--- config.mk ---
export PLATFORM = sky130hd
export DESIGN_NAME = ext_irq_unit
export DESIGN_NICKNAME = d
export VERILOG_FILES = /design/src/rtl/eirq_pkg.sv /design/src/rtl/eirq_sync.sv /design/src/rtl/eirq_nfilt.sv /design/src/rtl/eirq_trig.sv /design/src/rtl/ext_irq_unit.sv
export SDC_FILE = /design/constraint.sdc
export NUM_CORES = 1
export LEC_CHECK = 0
export BUFFER_PORTS_ARGS = -buffer_cell sky130_fd_sc_hd__buf_2
export CELL_PAD_IN_SITES_DETAIL_PLACEMENT = 1
export CELL_PAD_IN_SITES_GLOBAL_PLACEMENT = 1
export CORE_MARGIN = 2
export CORE_UTILIZATION = 41
export CTS_BUF_LIST = sky130_fd_sc_hd__clkbuf_4 sky130_fd_sc_hd__clkbuf_8
export DETAILED_ROUTE_END_ITERATION = 12
export PLACE_DENSITY_LB_ADDON = 0.1
export SYNTH_ARGS = -nofsm -noshare
export SYNTH_HDL_FRONTEND = slang
export SYNTH_SLANG_ARGS = --single-unit
--- constraint.sdc ---
create_clock -name clk -period 1.7 [get_ports clk]
set_input_delay 0.255 -clock clk [delete_from_list [all_inputs] [get_ports clk]]
set_output_delay 0.255 -clock clk [all_outputs]
set_load 0.1 [all_outputs]
--- src/rtl/eirq_pkg.sv ---
package eirq_pkg;
    typedef enum logic [1:0] {
        TRG_RISE = 2'b00,
        TRG_FALL = 2'b01,
        TRG_ALT0 = 2'b10,
        TRG_ALT1 = 2'b11
    } trig_e;
endpackage

--- src/rtl/eirq_sync.sv ---
module eirq_sync #(
    parameter int W = 4
) (
    input  logic         clk,
    input  logic         rst_n,
    input  logic [W-1:0] d_i,
    output logic [W-1:0] q_o
);
    typedef struct packed {
        logic [W-1:0] s1;
        logic [W-1:0] s2;
    } sync_t;

    sync_t s_q, s_d;

    always_comb begin
        s_d    = s_q;
        s_d.s1 = d_i;
        s_d.s2 = s_q.s1;
    end

    always_ff @(posedge clk) begin
        if (!rst_n) s_q <= '0;
        else        s_q <= s_d;
    end

    assign q_o = s_q.s2;
endmodule

--- src/rtl/eirq_nfilt.sv ---
module eirq_nfilt #(
    parameter int DIV_W = 4
) (
    input  logic clk,
    input  logic rst_n,
    input  logic raw_i,
    input  logic slow_i,
    output logic filt_o
);
    typedef struct packed {
        logic [DIV_W-1:0] cnt;
        logic             smp;
        logic             filt;
    } nf_t;

    nf_t  s_q, s_d;
    logic tick;

    always_comb begin
        s_d     = s_q;
        tick    = slow_i ? (&s_q.cnt) : 1'b1;
        s_d.cnt = s_q.cnt + 1'b1;
        if (tick) begin
            s_d.smp = raw_i;
            // two consecutive samples must agree before the level moves
            if (raw_i == s_q.smp) s_d.filt = raw_i;
        end
    end

    always_ff @(posedge clk) begin
        if (!rst_n) s_q <= '0;
        else        s_q <= s_d;
    end

    assign filt_o = s_q.filt;
endmodule

--- src/rtl/eirq_trig.sv ---
module eirq_trig
    import eirq_pkg::*;
#(
    parameter bit LEVEL_OK = 1'b0
) (
    input  logic       clk,
    input  logic       rst_n,
    input  logic       lvl_i,
    input  logic [1:0] mode_i,
    input  logic       ack_i,
    output logic       flag_o,
    output logic       evt_o
);
    typedef struct packed {
        logic prev;
        logic flag;
        logic evt;
    } trg_t;

    trg_t s_q, s_d;
    logic rise, fall, hit, lvl_mode, lvl_act;

    always_comb begin
        s_d      = s_q;
        rise     = lvl_i & ~s_q.prev;
        fall     = ~lvl_i & s_q.prev;
        lvl_mode = LEVEL_OK && mode_i[1];
        lvl_act  = mode_i[0] ? ~lvl_i : lvl_i;
        case (trig_e'(mode_i))
            TRG_RISE: hit = rise;
            TRG_FALL: hit = fall;
            default:  hit = LEVEL_OK ? 1'b0 : (rise | fall);
        endcase
        s_d.prev = lvl_i;
        s_d.evt  = hit;
        if (lvl_mode) s_d.flag = lvl_act;
        else          s_d.flag = hit | (s_q.flag & ~ack_i);
    end

    always_ff @(posedge clk) begin
        if (!rst_n) s_q <= '0;
        else        s_q <= s_d;
    end

    assign flag_o = s_q.flag;
    assign evt_o  = s_q.evt;
endmodule

--- src/rtl/ext_irq_unit.sv ---
module ext_irq_unit #(
    parameter int         DIV_W      = 4,
    parameter int         FILT_PIN   = 3,
    parameter logic [3:0] LEVEL_MASK = 4'b0011,
    parameter logic [3:0] EVT_MASK   = 4'b1100,
    parameter logic [7:0] VEC_BASE   = 8'h03,
    parameter logic [7:0] VEC_STEP   = 8'h08
) (
    input  logic       clk,
    input  logic       rst_n,
    input  logic [3:0] pin_i,
    input  logic       cfg_we_i,
    input  logic [7:0] cfg_mode_i,
    input  logic [3:0] cfg_en_i,
    input  logic       cfg_slow_i,
    input  logic       ack_valid_i,
    input  logic [1:0] ack_idx_i,
    output logic       irq_o,
    output logic [7:0] vec_o,
    output logic [3:0] flags_o,
    output logic       tmr_evt_o
);
    localparam int NPIN   = 4;
    localparam int IDX_W  = $clog2(NPIN);
    localparam int MODE_W = 2 * NPIN;

    typedef struct packed {
        logic [MODE_W-1:0] mode;
        logic [NPIN-1:0]   en;
        logic              slow;
    } cfg_t;

    cfg_t cfg_q, cfg_d;

    always_comb begin
        cfg_d = cfg_q;
        if (cfg_we_i) begin
            cfg_d.mode = cfg_mode_i;
            cfg_d.en   = cfg_en_i;
            cfg_d.slow = cfg_slow_i;
        end
    end

    always_ff @(posedge clk) begin
        if (!rst_n) cfg_q <= '0;
        else        cfg_q <= cfg_d;
    end

    logic [NPIN-1:0] sy, lvl, flag, evt;
    logic            filt;

    eirq_sync #(.W(NPIN)) u_sync (
        .clk   (clk),
        .rst_n (rst_n),
        .d_i   (pin_i),
        .q_o   (sy)
    );

    eirq_nfilt #(.DIV_W(DIV_W)) u_nfilt (
        .clk    (clk),
        .rst_n  (rst_n),
        .raw_i  (sy[FILT_PIN]),
        .slow_i (cfg_q.slow),
        .filt_o (filt)
    );

    for (genvar i = 0; i < NPIN; i++) begin : g_pin
        if (i == FILT_PIN) begin : g_f
            assign lvl[i] = filt;
        end else begin : g_s
            assign lvl[i] = sy[i];
        end
        eirq_trig #(.LEVEL_OK(LEVEL_MASK[i])) u_trig (
            .clk    (clk),
            .rst_n  (rst_n),
            .lvl_i  (lvl[i]),
            .mode_i (cfg_q.mode[2*i +: 2]),
            .ack_i  (ack_valid_i && (ack_idx_i == IDX_W'(i))),
            .flag_o (flag[i]),
            .evt_o  (evt[i])
        );
    end

    always_comb begin
        irq_o = 1'b0;
        vec_o = '0;
        for (int i = NPIN - 1; i >= 0; i--) begin
            if (flag[i] && cfg_q.en[i]) begin
                irq_o = 1'b1;
                vec_o = VEC_BASE + (8'(i) * VEC_STEP);
            end
        end
    end

    assign flags_o   = flag;
    assign tmr_evt_o = |(evt & EVT_MASK);
endmodule

## After elaboration in Yosys (flattened, before gate mapping)

Index checks and enable logic that the tools add are counted.

| word-level totals | value |
|---|---|
| flip-flop bits (word level) | 37 |
| bits in latches | 0 |
| RAM bits | 0 |
| ROM bits | 0 |
| input bits | 23 |
| output and inout port bits | 14 |
| logic and storage cells | 90 |
| memories kept | 0 |

| cells by class | value |
|---|---|
| add/sub/neg operators | 1 |
| multipliers | 0 |
| div/mod/pow operators | 0 |
| $lt $le $gt $ge | 0 |
| equal/unequal tests | 8 |
| shift-type cells | 0 |
| muxes and demuxes | 17 |
| bitwise operators | 30 |
| reduce and logical (&&, ||, !) cells | 16 |

Operator list:

| cell | count |
|---|---|
| $mux 8 | 3 |
| $and 1x1->1 | 12 |
| $not 1->1 | 12 |
| $eq 2x1->1 const B | 5 |
| $logic_not 2->1 | 5 |
| $mux 1 | 9 |
| $logic_and 1x1->1 | 8 |
| $pmux 1 s2 | 4 |
| $or 1x1->1 | 6 |
| $mux 5 | 1 |
| $add 4x1->4 const B | 1 |
| $eq 2x2->1 const B | 2 |
| $reduce_and 4->1 | 1 |
| $reduce_and 2->1 | 1 |
| $reduce_or 2->1 | 1 |
| $eq 1x1->1 | 1 |

## Depth between registers and ports, before layout

| depth | value |
|---|---|
| depth after elaboration | 6 |
| mapped depth | 5 |

## Modules after synthesis

Synthesis repeated with hierarchy kept, for this count alone.

| unflattened totals | value |
|---|---|
| cells, all modules | 158 |
| area total of the unflattened synthesis | 1630.3 um^2 |

Modules (own cells, without submodules):

| module | instances | cells an instance | area each (um^2) | sequential area each (um^2) |
|---|---|---|---|---|
| ext_irq_unit | 1 | 62 | 634.4 | 260.2 |
| eirq_trig (g_pin[2].u_trig ...) | 2 | 14 | 146.4 | 60.1 |
| eirq_trig (g_pin[0].u_trig ...) | 2 | 14 | 130.1 | 60.1 |
| eirq_nfilt | 1 | 24 | 232.7 | 120.1 |
| eirq_sync | 1 | 16 | 210.2 | 160.2 |

## Worst setup path after synthesis

No wires, ideal clock.

| timing | value |
|---|---|
| path kind | flip-flop to output port |
| start | register g_pin[2].u_trig.s_q (netlist bit g_pin[2].u_trig.flag_o) |
| end | output port vec_o[3] |
| arrival | 1932 ps |
| setup slack | -487 ps |
| stages on the path, launching flop included | 4 |
| cells stage by stage | dfxtp_1 -> nand2_1 -> a32oi_1 -> a21oi_1 |

| between the ends | value |
|---|---|
| longest elaborated chain between the ends | 4 |

Ends and longest elaborated chain:

| item | RTL line | source |
|---|---|---|
| from (decl) | eirq_trig.sv:20 | `trg_t s_q, s_d;` |
| from (signal assigned) | eirq_trig.sv:41 | `if (!rst_n) s_q <= '0;` |
| from (signal assigned) | eirq_trig.sv:42 | `else s_q <= s_d;` |
| $logic_and 1x1->1 | ext_irq_unit.sv:88 | `if (flag[i] && cfg_q.en[i]) begin` |
| $mux 8 (3 in series) | ext_irq_unit.sv:88 |  |
| to (decl) | ext_irq_unit.sv:19 | `output logic [7:0] vec_o,` |

Every way passes these cells.

## Worst setup path after layout

| timing | value |
|---|---|
| start | register g_pin[3].u_trig.s_q (netlist bit g_pin[3].u_trig.flag_o) |
| end | output port vec_o[3] |

| between the ends | value |
|---|---|
| longest elaborated chain between the ends | 5 |

Ends and longest elaborated chain:

| item | RTL line |
|---|---|
| from (decl) | eirq_trig.sv:20 |
| from (signal assigned) | eirq_trig.sv:41 |
| from (signal assigned) | eirq_trig.sv:42 |
| $logic_and 1x1->1 | ext_irq_unit.sv:88 |
| $mux 5 | ext_irq_unit.sv:88 |
| $mux 8 (3 in series) | ext_irq_unit.sv:88 |

Every way passes these cells.

==> run metrics <==
outcome finished clean; PD cells 1070 nW/µm²; total gr overflow 0; Reg clk slew, reported paths 60 ps; Post-Syn Area 1510 µm²; crit-path max FO 4; Crit path arrival time 1360 ps; post-route setup slack 81.3 ps; Area growth syn-to-layout 16.4%; WHS 180 ps; Synth warnings 0; initial DRC count 16; fin crit period 1620 ps; area of placed instances 1660 µm²; CTS Buffer Depth 2; Synth Instances 154; top achievable clock speed 0.618 GHz; routed len/inst 12.5 µm; sequential cell area 741 µm²; HP Class input pin to flop; remaining antenna violation count 0; Post-CTS Setup Repair Bufs 0; vias after detailed routing 1117; die height 64.6 µm; RSZ-0062 raised after global routing false; routability cong. 0.680; CP max stage cell buf_2; CTS-repair resized insts 0; Tot GR Track Use 15.6%; DIE AREA 4180 µm²; Vias/cell 4.88; cell taking the most area after synthesis dfxtp_1; nets 209; # port buffers 32; Post-Route WL 2870 µm; clock root buffer clkbuf_8; EDFF count, synth 0; first-pass GRT wire length 4970 µm; number of synthesized register bits 37; synth cell count leaders dfxtp_1 (37), nor2_1 (19), mux2i_1 (13), buf_4 (11); Worst-Margin Slew 687 ps; diodes inserted 0; met2 GRT Util 28.4%; most used flip-flop cell after synthesis dfxtp_1; final slew viol count 0; CP Cell Sequence a32oi_1 > a21oi_2 > buf_2; drt drc 0; WP buf/inv 1; crit-path max cell delay 430 ps; hold buffers post-CTS 0; CP Launch Type flop; Worst EP required 1440 ps; Fin. Hold Viols 0; TritonRoute pass-1 iters 4; Final setup viols 0; # IOs 37; final worst-path cycle share 95.2%; CTS tree built; met1 Track Usage GR 17.3%; Max Cap Viol 0; cell row count 22; static leakage 0.824 nW; clock sinks 37; Yosys top cell area share 49.1%; Die W 64.6 µm; post-DP HPWL 2150 µm; synth unique cells 32; gr busiest metal met2; Seq/Total Area, Yosys 49.1%; fill count 422; share of layout cells above drive strength 1 26.5%; antenna violations before repair 0; clk_skew 2.42 ps; multi-input logic area 652 µm²; largest net degree at the start of global routing 23; Starting Density 41.8%; H-Tree Level Count 2; Max-slew headroom 54.2%; CP endpoint kind output port; CP delay by family, top buffers and inverters; Avg Inst Size Synth 9.79 µm²; number of global-route vias before repair 1148; clock latency at the later pin of the worst-skew pair 280 ps; main area contributors after synthesis dfxtp_1 (49%), mux2i_1 (8.6%), buf_4 (5.5%); met3 GRT Util 4.69%; Crit Path Category flop to output port; count leader, synth dfxtp_1; Async SR Flop Fraction 0%; pre-CTS setup slack 365 ps; cts bufs inserted 5; Core ar. 3610 µm²; Worst VDD drop 0.657 mV; design area 1760 µm²
## where the power goes
part / internal (W) / total (W) / switching (W) / leakage (nW)
Combinational: 0.0000817 / 0.000311 / 0.000229 / 0.472
Sequential: 0.000913 / 0.000948 / 0.0000353 / 0.304
Clock: 0.000337 / 0.000612 / 0.000275 / 0.0477
## cell families (layout without fill, tap and decap cells)
family | Yosys count | after routing | share of synthesized area [%]
AOI/OAI and AO/OA | 22 | 22 | 11.1
xor gates and xnor gates | 2 | 2 | 1.16
muxes | 13 | 13 | 8.63
and+or+nand+nor | 49 | 49 | 15.9
other | 1 | 4 | 0.249
DFF | 37 | 37 | 49.1
adders and majority gates | 5 | 5 | 4.15
buffers and inverters | 25 | 49 | 9.63
## per-layer routing
layer,vias to the layer above,wire length [µm]
met5,-,0
met4,0,46
met3,5,143
met2,27,1380
met1,531,1300
li1,554,-
## sequential cells by signal, indices dropped and copies added (netlist names)
signal / cells
g_pin.u_trig.flag_o: 4
g_pin.u_trig.evt_o: 2
u_sync.s_d: 4
u_nfilt.s_q: 5
g_pin.u_trig.s_q: 4
u_sync.q_o: 4
u_nfilt.filt_o: 1
cfg_q: 13
## path summary, 6_finish.rpt
kind | startpoint | slack [ps] | depth (start not counted) | end
setup / recovery | g_pin[3].u_trig.flag_o | 80 | 3 | vec_o[3]
hold / removal | pin_i[1] | 180 | 2 | u_sync.s_d[1]
setup reg to reg | g_pin[2].u_trig.s_q[2] | 410 | 5 | g_pin[2].u_trig.flag_o
hold reg to reg | u_sync.s_d[0] | 440 | 1 | u_sync.q_o[0]
## metrics by stage
| step | total power [W] | instances | util, % | setup TNS, ps |
|---|---|---|---|---|
| 4_1_cts | 0.00190 | 229 | 48.4 | 0 |
| 2_1_floorplan | 0.00123 | 157 | - | -14.0 |
| 3_3_place_gp | 0.00127 | 222 | 45.9 | 0 |
| 5_1_grt | 0.00196 | 229 | 48.7 | 0 |
| 3_5_place_dp | 0.00128 | 222 | 45.9 | 0 |
| 6_report | 0.00187 | 229 | 48.7 | 0 |
## final cells by class
type                            instances  share of cell area (%)
Inverter                               10                    2.14
Timing Repair Buffer                   32                    9.98
Sequential cell                        37                    42.2
Tap cell                               48                    3.42
Clock buffer                            7                    5.13
Multi-Input combinational cell         95                    37.1
## cell usage in the layout (no fill, tap or decap), drive strengths merged
cell,synthesis,final
nand2,9,9
mux2i,13,13
a31oi,4,4
and3,2,2
xnor2,1,1
a31o,2,2
o211a,1,1
a21o,1,1
dfxtp,37,37
o211ai,2,2
and2,10,10
ha,5,5
conb,1,4
nor2,19,19
o311ai,1,1
a211o,4,4
nand3b,1,1
or2,1,1
o21ai,1,1
a41o,1,1
xor2,1,1
a22oi,2,2
nand3,4,4
inv,10,10
a32oi,1,1
nor2b,3,3
clkbuf,1,7
buf,14,32
a21oi,2,2
Power figures use the tool's default switching activity.
